[config.mk]
export PLATFORM = sky130hd
export DESIGN_NAME = write_guard
export DESIGN_NICKNAME = d
export VERILOG_FILES = /design/src/rtl/wg_pkg.sv /design/src/rtl/wg_sync.sv /design/src/rtl/wg_holdoff.sv /design/src/rtl/wg_strobe_qual.sv /design/src/rtl/write_guard.sv
export SDC_FILE = /design/constraint.sdc
export NUM_CORES = 1
export LEC_CHECK = 0
export ABC_AREA = 1
export BUFFER_PORTS_ARGS = -buffer_cell sky130_fd_sc_hd__buf_2
export CORE_AREA = 2 2 69 58
export CTS_CLUSTER_SIZE = 8
export DETAILED_ROUTE_END_ITERATION = 10
export DIE_AREA = 0 0 71 60
export HOLD_SLACK_MARGIN = 0.02
export SKIP_CTS_REPAIR_TIMING = 1
export SYNTH_ARGS = -nofsm -noshare
export SYNTH_HDL_FRONTEND = slang
export SYNTH_SLANG_ARGS = --single-unit
[constraint.sdc]
create_clock -name clk -period 2.35 [get_ports clk]
set_input_delay 0.3525 -clock clk [delete_from_list [all_inputs] [get_ports clk]]
set_output_delay 0.3525 -clock clk [all_outputs]
set_load 0.01 [all_outputs]
[src/rtl/wg_pkg.sv]
package wg_pkg;

   // Synchronized control pins, bundled so that a single synchronizer carries them.
   typedef struct packed {
      logic supply_ok;
      logic oe_n;
      logic we_n;
      logic ce_n;
   } wg_pins_t;

   // Safe state: supply absent and all enables inactive.
   localparam wg_pins_t WG_PINS_IDLE = '{supply_ok: 1'b0, oe_n: 1'b1, we_n: 1'b1, ce_n: 1'b1};

   // Counter width needed to hold the values 0 .. lim.
   function automatic int unsigned wg_cnt_w(input int unsigned lim);
      return (lim < 2) ? 1 : $clog2(lim + 1);
   endfunction

endpackage

[src/rtl/wg_sync.sv]
module wg_sync #(
   parameter int unsigned STAGES = 2,
   parameter int unsigned WIDTH  = 4,
   parameter logic [WIDTH-1:0] RST_VAL = '0
) (
   input  logic             clk,
   input  logic             rst_n,
   input  logic [WIDTH-1:0] d,
   output logic [WIDTH-1:0] q
);

   generate
      if (STAGES == 0) begin : g_bypass
         assign q = d;
      end else begin : g_chain
         logic [WIDTH-1:0] stg [STAGES];
         always_ff @(posedge clk or negedge rst_n) begin
            if (!rst_n) begin
               for (int i = 0; i < int'(STAGES); i++) stg[i] <= RST_VAL;
            end else begin
               stg[0] <= d;
               for (int i = 1; i < int'(STAGES); i++) stg[i] <= stg[i-1];
            end
         end
         assign q = stg[STAGES-1];
      end
   endgenerate

endmodule

[src/rtl/wg_holdoff.sv]
module wg_holdoff
   import wg_pkg::*;
#(
   parameter int unsigned HOLD_CYC = 5000
) (
   input  logic clk,
   input  logic rst_n,
   input  logic supply_s,
   output logic ready
);

   localparam int unsigned CW = wg_cnt_w(HOLD_CYC);
   localparam logic [CW-1:0] LAST = CW'(HOLD_CYC - 1);

   logic [CW-1:0] cnt;

   always_ff @(posedge clk or negedge rst_n) begin
      if (!rst_n) begin
         cnt   <= '0;
         ready <= 1'b0;
      end else if (!supply_s) begin
         // Any loss of supply cancels progress; count again from zero.
         cnt   <= '0;
         ready <= 1'b0;
      end else if (!ready) begin
         if (cnt == LAST) ready <= 1'b1;
         else             cnt   <= cnt + 1'b1;
      end
   end

endmodule

[src/rtl/wg_strobe_qual.sv]
module wg_strobe_qual
   import wg_pkg::*;
#(
   parameter int unsigned MIN_CYC = 2
) (
   input  logic clk,
   input  logic rst_n,
   input  logic strb,
   input  logic ok,
   output logic pulse
);

   localparam int unsigned CW = wg_cnt_w(MIN_CYC);
   localparam logic [CW-1:0] SAT = CW'(MIN_CYC);

   logic [CW-1:0] run_len;
   logic          spoiled;
   logic          strb_d;
   logic          accept;

   // The strobe just ended, was never blocked and lasted long enough.
   assign accept = strb_d & ~strb & ~spoiled & (run_len == SAT);

   always_ff @(posedge clk or negedge rst_n) begin
      if (!rst_n) begin
         run_len <= '0;
         spoiled <= 1'b0;
         strb_d  <= 1'b0;
         pulse   <= 1'b0;
      end else begin
         strb_d <= strb;
         pulse  <= accept;
         if (!strb) begin
            run_len <= '0;
            spoiled <= 1'b0;
         end else begin
            if (!ok)           spoiled <= 1'b1;
            if (run_len != SAT) run_len <= run_len + 1'b1;
         end
      end
   end

endmodule

[src/rtl/write_guard.sv]
module write_guard
   import wg_pkg::*;
#(
   parameter int unsigned HOLDOFF_CYC   = 5000,
   parameter int unsigned MIN_PULSE_CYC = 2,
   parameter int unsigned SYNC_STAGES   = 2
) (
   input  logic clk,
   input  logic rst_n,
   input  logic supply_ok,
   input  logic ce_n,
   input  logic oe_n,
   input  logic we_n,
   output logic wr_pulse,
   output logic inhibit
);

   localparam int unsigned PW = $bits(wg_pins_t);

   generate
      if (HOLDOFF_CYC < 1) begin : g_bad_hold
         $error("write_guard: HOLDOFF_CYC must be at least 1");
      end
      if (MIN_PULSE_CYC < 1) begin : g_bad_min
         $error("write_guard: MIN_PULSE_CYC must be at least 1");
      end
      if (SYNC_STAGES == 1) begin : g_bad_sync
         $error("write_guard: SYNC_STAGES must be 0 or at least 2");
      end
   endgenerate

   wg_pins_t raw_pins, syn_pins;
   logic     sup_s, oe_s, strb, ready, ok;

   assign raw_pins = '{supply_ok: supply_ok, oe_n: oe_n, we_n: we_n, ce_n: ce_n};

   wg_sync #(
      .STAGES  (SYNC_STAGES),
      .WIDTH   (PW),
      .RST_VAL (WG_PINS_IDLE)
   ) u_sync (
      .clk   (clk),
      .rst_n (rst_n),
      .d     (raw_pins),
      .q     (syn_pins)
   );

   assign sup_s = syn_pins.supply_ok;
   assign oe_s  = syn_pins.oe_n;
   assign strb  = ~syn_pins.ce_n & ~syn_pins.we_n;

   wg_holdoff #(.HOLD_CYC(HOLDOFF_CYC)) u_hold (
      .clk      (clk),
      .rst_n    (rst_n),
      .supply_s (sup_s),
      .ready    (ready)
   );

   assign ok = ready & oe_s;

   wg_strobe_qual #(.MIN_CYC(MIN_PULSE_CYC)) u_qual (
      .clk   (clk),
      .rst_n (rst_n),
      .strb  (strb),
      .ok    (ok),
      .pulse (wr_pulse)
   );

   assign inhibit = ~ready;

endmodule

=== After elaboration in Yosys (flattened, before gate mapping) ===
Cells that the tools add are included.
Widths: inputs -> output; s select.

* Register bits: 27
* Bits in latches: 0
* Memory bits (writable): 0
* Bits in read-only memories: 0
* Input port bits: 6
* Output and inout port bits: 2
* Memories: 0

* $add $sub $neg: 2
* Multiply operators: 0
* Div/mod/pow operators: 0
* Magnitude comparators: 0
* Eq/ne operators: 7
* Shift operators: 0
* Muxes and demuxes: 10
* Bitwise operators: 10
* Reduce and logical (&&, ||, !) cells: 1

{| class="wikitable"
|+ Operator list
! operator !! count
|-
| $mux 13 || 3
|-
| $add 13x1->13 const B || 1
|-
| $eq 13x13->1 const B || 1
|-
| $ne 2x2->1 const B || 5
|-
| $and 1x1->1 || 5
|-
| $mux 1 || 5
|-
| $not 1->1 || 5
|-
| $mux 2 || 2
|-
| $add 2x1->2 const B || 1
|-
| $eq 2x2->1 const B || 1
|-
| $reduce_and 2->1 || 1
|}

=== Depth between registers and ports, before layout ===
* Depth after elaboration: 6
* Gate-level depth with buffers: 9
* Gate-level depth less buffers: 9

=== Cells and area by module ===
Synthesis repeated with hierarchy kept, for this count alone.

* Cell total of the unflattened synthesis: 164
* Area, all modules: 1367.6 µm²

{| class="wikitable"
|+ Modules (own cells, without submodules)
! module !! times used !! cells each !! area an instance (µm²) !! sequential area each (µm²)
|-
| wg_holdoff || 1 || 127 || 910.9 || 350.3
|-
| wg_sync || 1 || 12 || 237.7 || 207.7
|-
| wg_strobe_qual || 1 || 21 || 203.9 || 125.1
|-
| write_guard || 1 || 4 || 15.0 || 0.0
|}

=== Worst setup path before layout ===
Ideal clock, no wire load.

* Path kind: register to register
* Start point: register u_hold.cnt[0]
* End point: register u_hold.cnt[10]
* Library setup time: 0.117 ns
* Arrival time: 1.220 ns
* Setup slack: 1.013 ns
* Cell stages (with the launch flop): 9
* Path buffers: 0
* Cell sequence: dfrtp_1 > ha_1 > nand2_1 > nor2_1 > nand2_1 > o21ai_0 > inv_1 > nand3_1 > nand2_1

* Cells in the longest elaborated chain, start to end: 4
* Elaborated cells between the ends (all ways): 7
* Those cells by class: 1 x add/sub; 2 x eq/ne; 3 x mux; 1 x reduce/logical

{| class="wikitable"
|+ RTL lines
! what !! line !! source
|-
| start, declared || wg_holdoff.sv:15 || <nowiki>logic [CW-1:0] cnt;</nowiki>
|-
| start signal, assigned || wg_holdoff.sv:27 || <nowiki>else cnt <= cnt + 1'b1;</nowiki>
|-
| $add 13x1->13 || wg_holdoff.sv:27 ||
|-
| $mux 13 || wg_holdoff.sv:26 || <nowiki>if (cnt == LAST) ready <= 1'b1;</nowiki>
|-
| $mux 13 || wg_holdoff.sv:25 || <nowiki>end else if (!ready) begin</nowiki>
|-
| $mux 13 || wg_holdoff.sv:21 || <nowiki>end else if (!supply_s) begin</nowiki>
|}

Parallel ways exist; a longest one is shown, timed or not. The select of a mux whose other input is x is not followed.
A chain may end at the register's enable or synchronous reset.

=== Worst setup path after layout ===
* Start point: register u_hold.cnt[0]
* End point: register u_hold.cnt[0]

The elaborated chain is that of the path after synthesis.

==> impl_metrics.py <==
metrics = {
    "critical_path": {
        "critPathArrivalTime_ps": 1790,
        "rr_endpoint": "u_hold.cnt[0]",
        "rr_worst_depth": 8,
        "rr_startpoint": "u_hold.cnt[0]",
        "r2r_setup_slack_ps": 740,
        "cp_max_fo": 22,
        "crit_required_ps": 2530,
        "crit_path_start_kind": "register",
        "critical_path_class": "reg -> reg",
        "end_kind": "register",
    },
    "logic_synthesis": {
        "yosysSeqAreaShare": 0.5220,
        "synth_top_cell_by_area": "dfrtp_1",
        "yosysUniqueCellTypes": 21,
        "synth_top_area_share": 0.4015,
        "syn-num-nets": 169,
        "synth_area_um2": 1309,
        "yosysWarnings": 0,
        "netlist_instances": 161,
        "synth-seq-cells": 27,
        "synth_area_leaders": "dfrtp_1, nand2_1, dfstp_2, nand3_1, nor2_1",
        "syn_avg_cell_area_um2": 8.129,
    },
    "placement": {
        "port-buffer-count": 7,
        "gp_congestion": 0.8382,
        "dp_hpwl_um": 1657,
        "place_area_um2": 1368,
        "placed_cells": 208,
    },
    "layout": {
        "final_common_cell": "nand2_1",
        "instances_no_fill": 212,
        "drive_above_1_share": 0.1131,
        "finish.instance_area_um2": 1418,
        "antenna_cells": 0,
        "nFillCells": 360,
        "final_cell_mix": "nand2_1, dfrtp_1, nor2_1, nand3_1, inv_1",
        "final_nets": 177,
        "final_util": 0.3907,
        "area_growth_pct": 8.317,
    },
    "sta": {
        "relSlewSlack": 0.5958,
        "fin_crit_ps": 1608,
        "fin_hold_ws_ps": 65.28,
        "worst_slew_pin_slew_ps": 606.3,
        "slew_viol_final": 0,
        "final.setup.tns_ps": 0,
        "clock_skew_ps": 3.233,
        "fin_crit_sh": 0.6844,
        "fmax_mhz": 621.7,
        "finalSetupViolations": 0,
        "rsz0062_at_grt": "no",
        "final-hold-violation-count": 0,
    },
    "cts": {
        "htreeDepth": 1,
        "clockBufferDepth": 2,
        "path_clk_slew_ps": 100,
        "cts-root-buf": "clkbuf_8",
        "clkLatencyLatePin_ps": 280,
        "cts_buffers": 3,
        "cts.sinks": 27,
        "tritoncts": "done",
    },
    "route": {
        "wl_per_cell_um": 11.24,
        "via_per_inst": 4.811,
        "routed_wl_um": 2383,
        "ant_nets": 0,
        "num_vias": 1020,
        "drc_errors": 0,
        "dr.pass1.iters": 4,
        "initialDrtViolationCount": 86,
    },
    "floorplan": {
        "start_util": 0.3607,
        "die_w_um": 71,
        "io_pins": 8,
        "die_y_um": 60,
        "dieArea_um2": 4260,
        "num_rows": 20,
        "coreArea_um2": 3628,
    },
    "grt": {
        "grt_first_pass_wirelength_um": 4243,
        "antenna_found_initial": 0,
        "grt_overflow": 0,
        "grt_pass1_vias": 939,
        "grt_max_degree": 28,
        "grtUsageTotal": 0.1293,
    },
    "power": {
        "p_per_area_nw_per_um2": 574.3,
        "vdd_drop_max_uv": 269.6,
        "leakage_nw": 0.6550,
    },
    "min_path": {
        "hold_class": "in -> async",
    },
    "flow_run": {
        "drv_cap": 0,
    },
    "run_status": {
        "status": "complete, no violations",
    },
}
[logic make-up (layout without fill, tap and decap cells)]
logic type               after synthesis  after routing  synth area share
adder cells (fa/ha/maj)                2              2           0.01912
buffers and inverters                 20             27           0.06978
AND/OR/NAND/NOR                       94             94            0.3002
XOR/XNOR                               5              5           0.03346
AO/OA/AOI/OAI                         13             13           0.05544
flip-flops                            27             27            0.5220
[critical path: stages (launching register included)]
cell     delay [ps]
dfrtp_1         410
ha_1            270
nand2_1          80
nor2_1          100
nand3_1          80
nand2_2         320
inv_1           120
nand2_1          80
nand2_1          50
[state kept, by name, summed over array words and instances, names as in the netlist]
name	cells
u_hold.ready	1
u_qual.spoiled	1
u_qual.pulse	1
u_qual.run_len	2
u_sync.q	4
u_qual.strb_d	1
u_hold.cnt	13
u_sync.g_chain.stg	4
[power by group]
| group | total, mW | switching, mW | leakage (nW) | internal (mW) |
|---|---|---|---|---|
| registers | 0.496 | 0.0129 | 0.346 | 0.483 |
| logic | 0.0324 | 0.0214 | 0.283 | 0.0110 |
| clock network | 0.285 | 0.161 | 0.0261 | 0.125 |
| total | 0.814 | 0.195 | 0.655 | 0.619 |
[through the flow]
step	worst slack [ps]	total power, mW
global placement	792.7	0.5357
finish	741.6	0.8141
floorplan	1013	0.5188
global route	580.4	0.8514
detailed placement	765.6	0.5389
CTS	731.9	0.8260
[per-layer routing]
metal / track usage / part of all wire / wire (µm) / vias up
met5: 0 / 0 / 0 / -
met4: 0.07278 / 0.024 / 57 / 0
met3: 0.02024 / 0.027 / 64 / 4
met2: 0.1976 / 0.45 / 1070 / 15
met1: 0.1772 / 0.50 / 1190 / 473
li1: - / - / - / 528
[final cells by class]
class	instances	area, µm²	share of cell area
multi-input combinational	114	534.3	0.3769
clock inverter	1	8.758	0.006178
tap	44	55.05	0.03883
inverter	16	60.06	0.04237
timing repair buffer	7	35.03	0.02471
clock buffer	3	41.29	0.02913
sequential	27	683.2	0.4819
[cell usage after synthesis, drive strengths merged]
master	count
a2111oi	1
a21oi	1
a311oi	1
and2	1
buf	3
clkbuf	1
dfrtp	21
dfstp	6
ha	2
inv	16
nand2	48
nand3	19
nand4	3
nor2	20
nor3	3
o21ai	10
xor2	5
[worst max path at each step]
stage	slack (ps)	end	from
6_report	740	u_hold.cnt[0]	u_hold.cnt[0]
2_1_floorplan	1010	u_hold.cnt[10]	u_hold.cnt[0]
3_5_place_dp	770	u_hold.cnt[0]	u_hold.cnt[0]
5_1_grt	580	u_hold.cnt[0]	u_hold.cnt[0]
4_1_cts	730	u_hold.cnt[0]	u_hold.cnt[0]
3_3_place_gp	790	u_hold.cnt[0]	u_hold.cnt[0]
(Power assumes the default switching activity.)
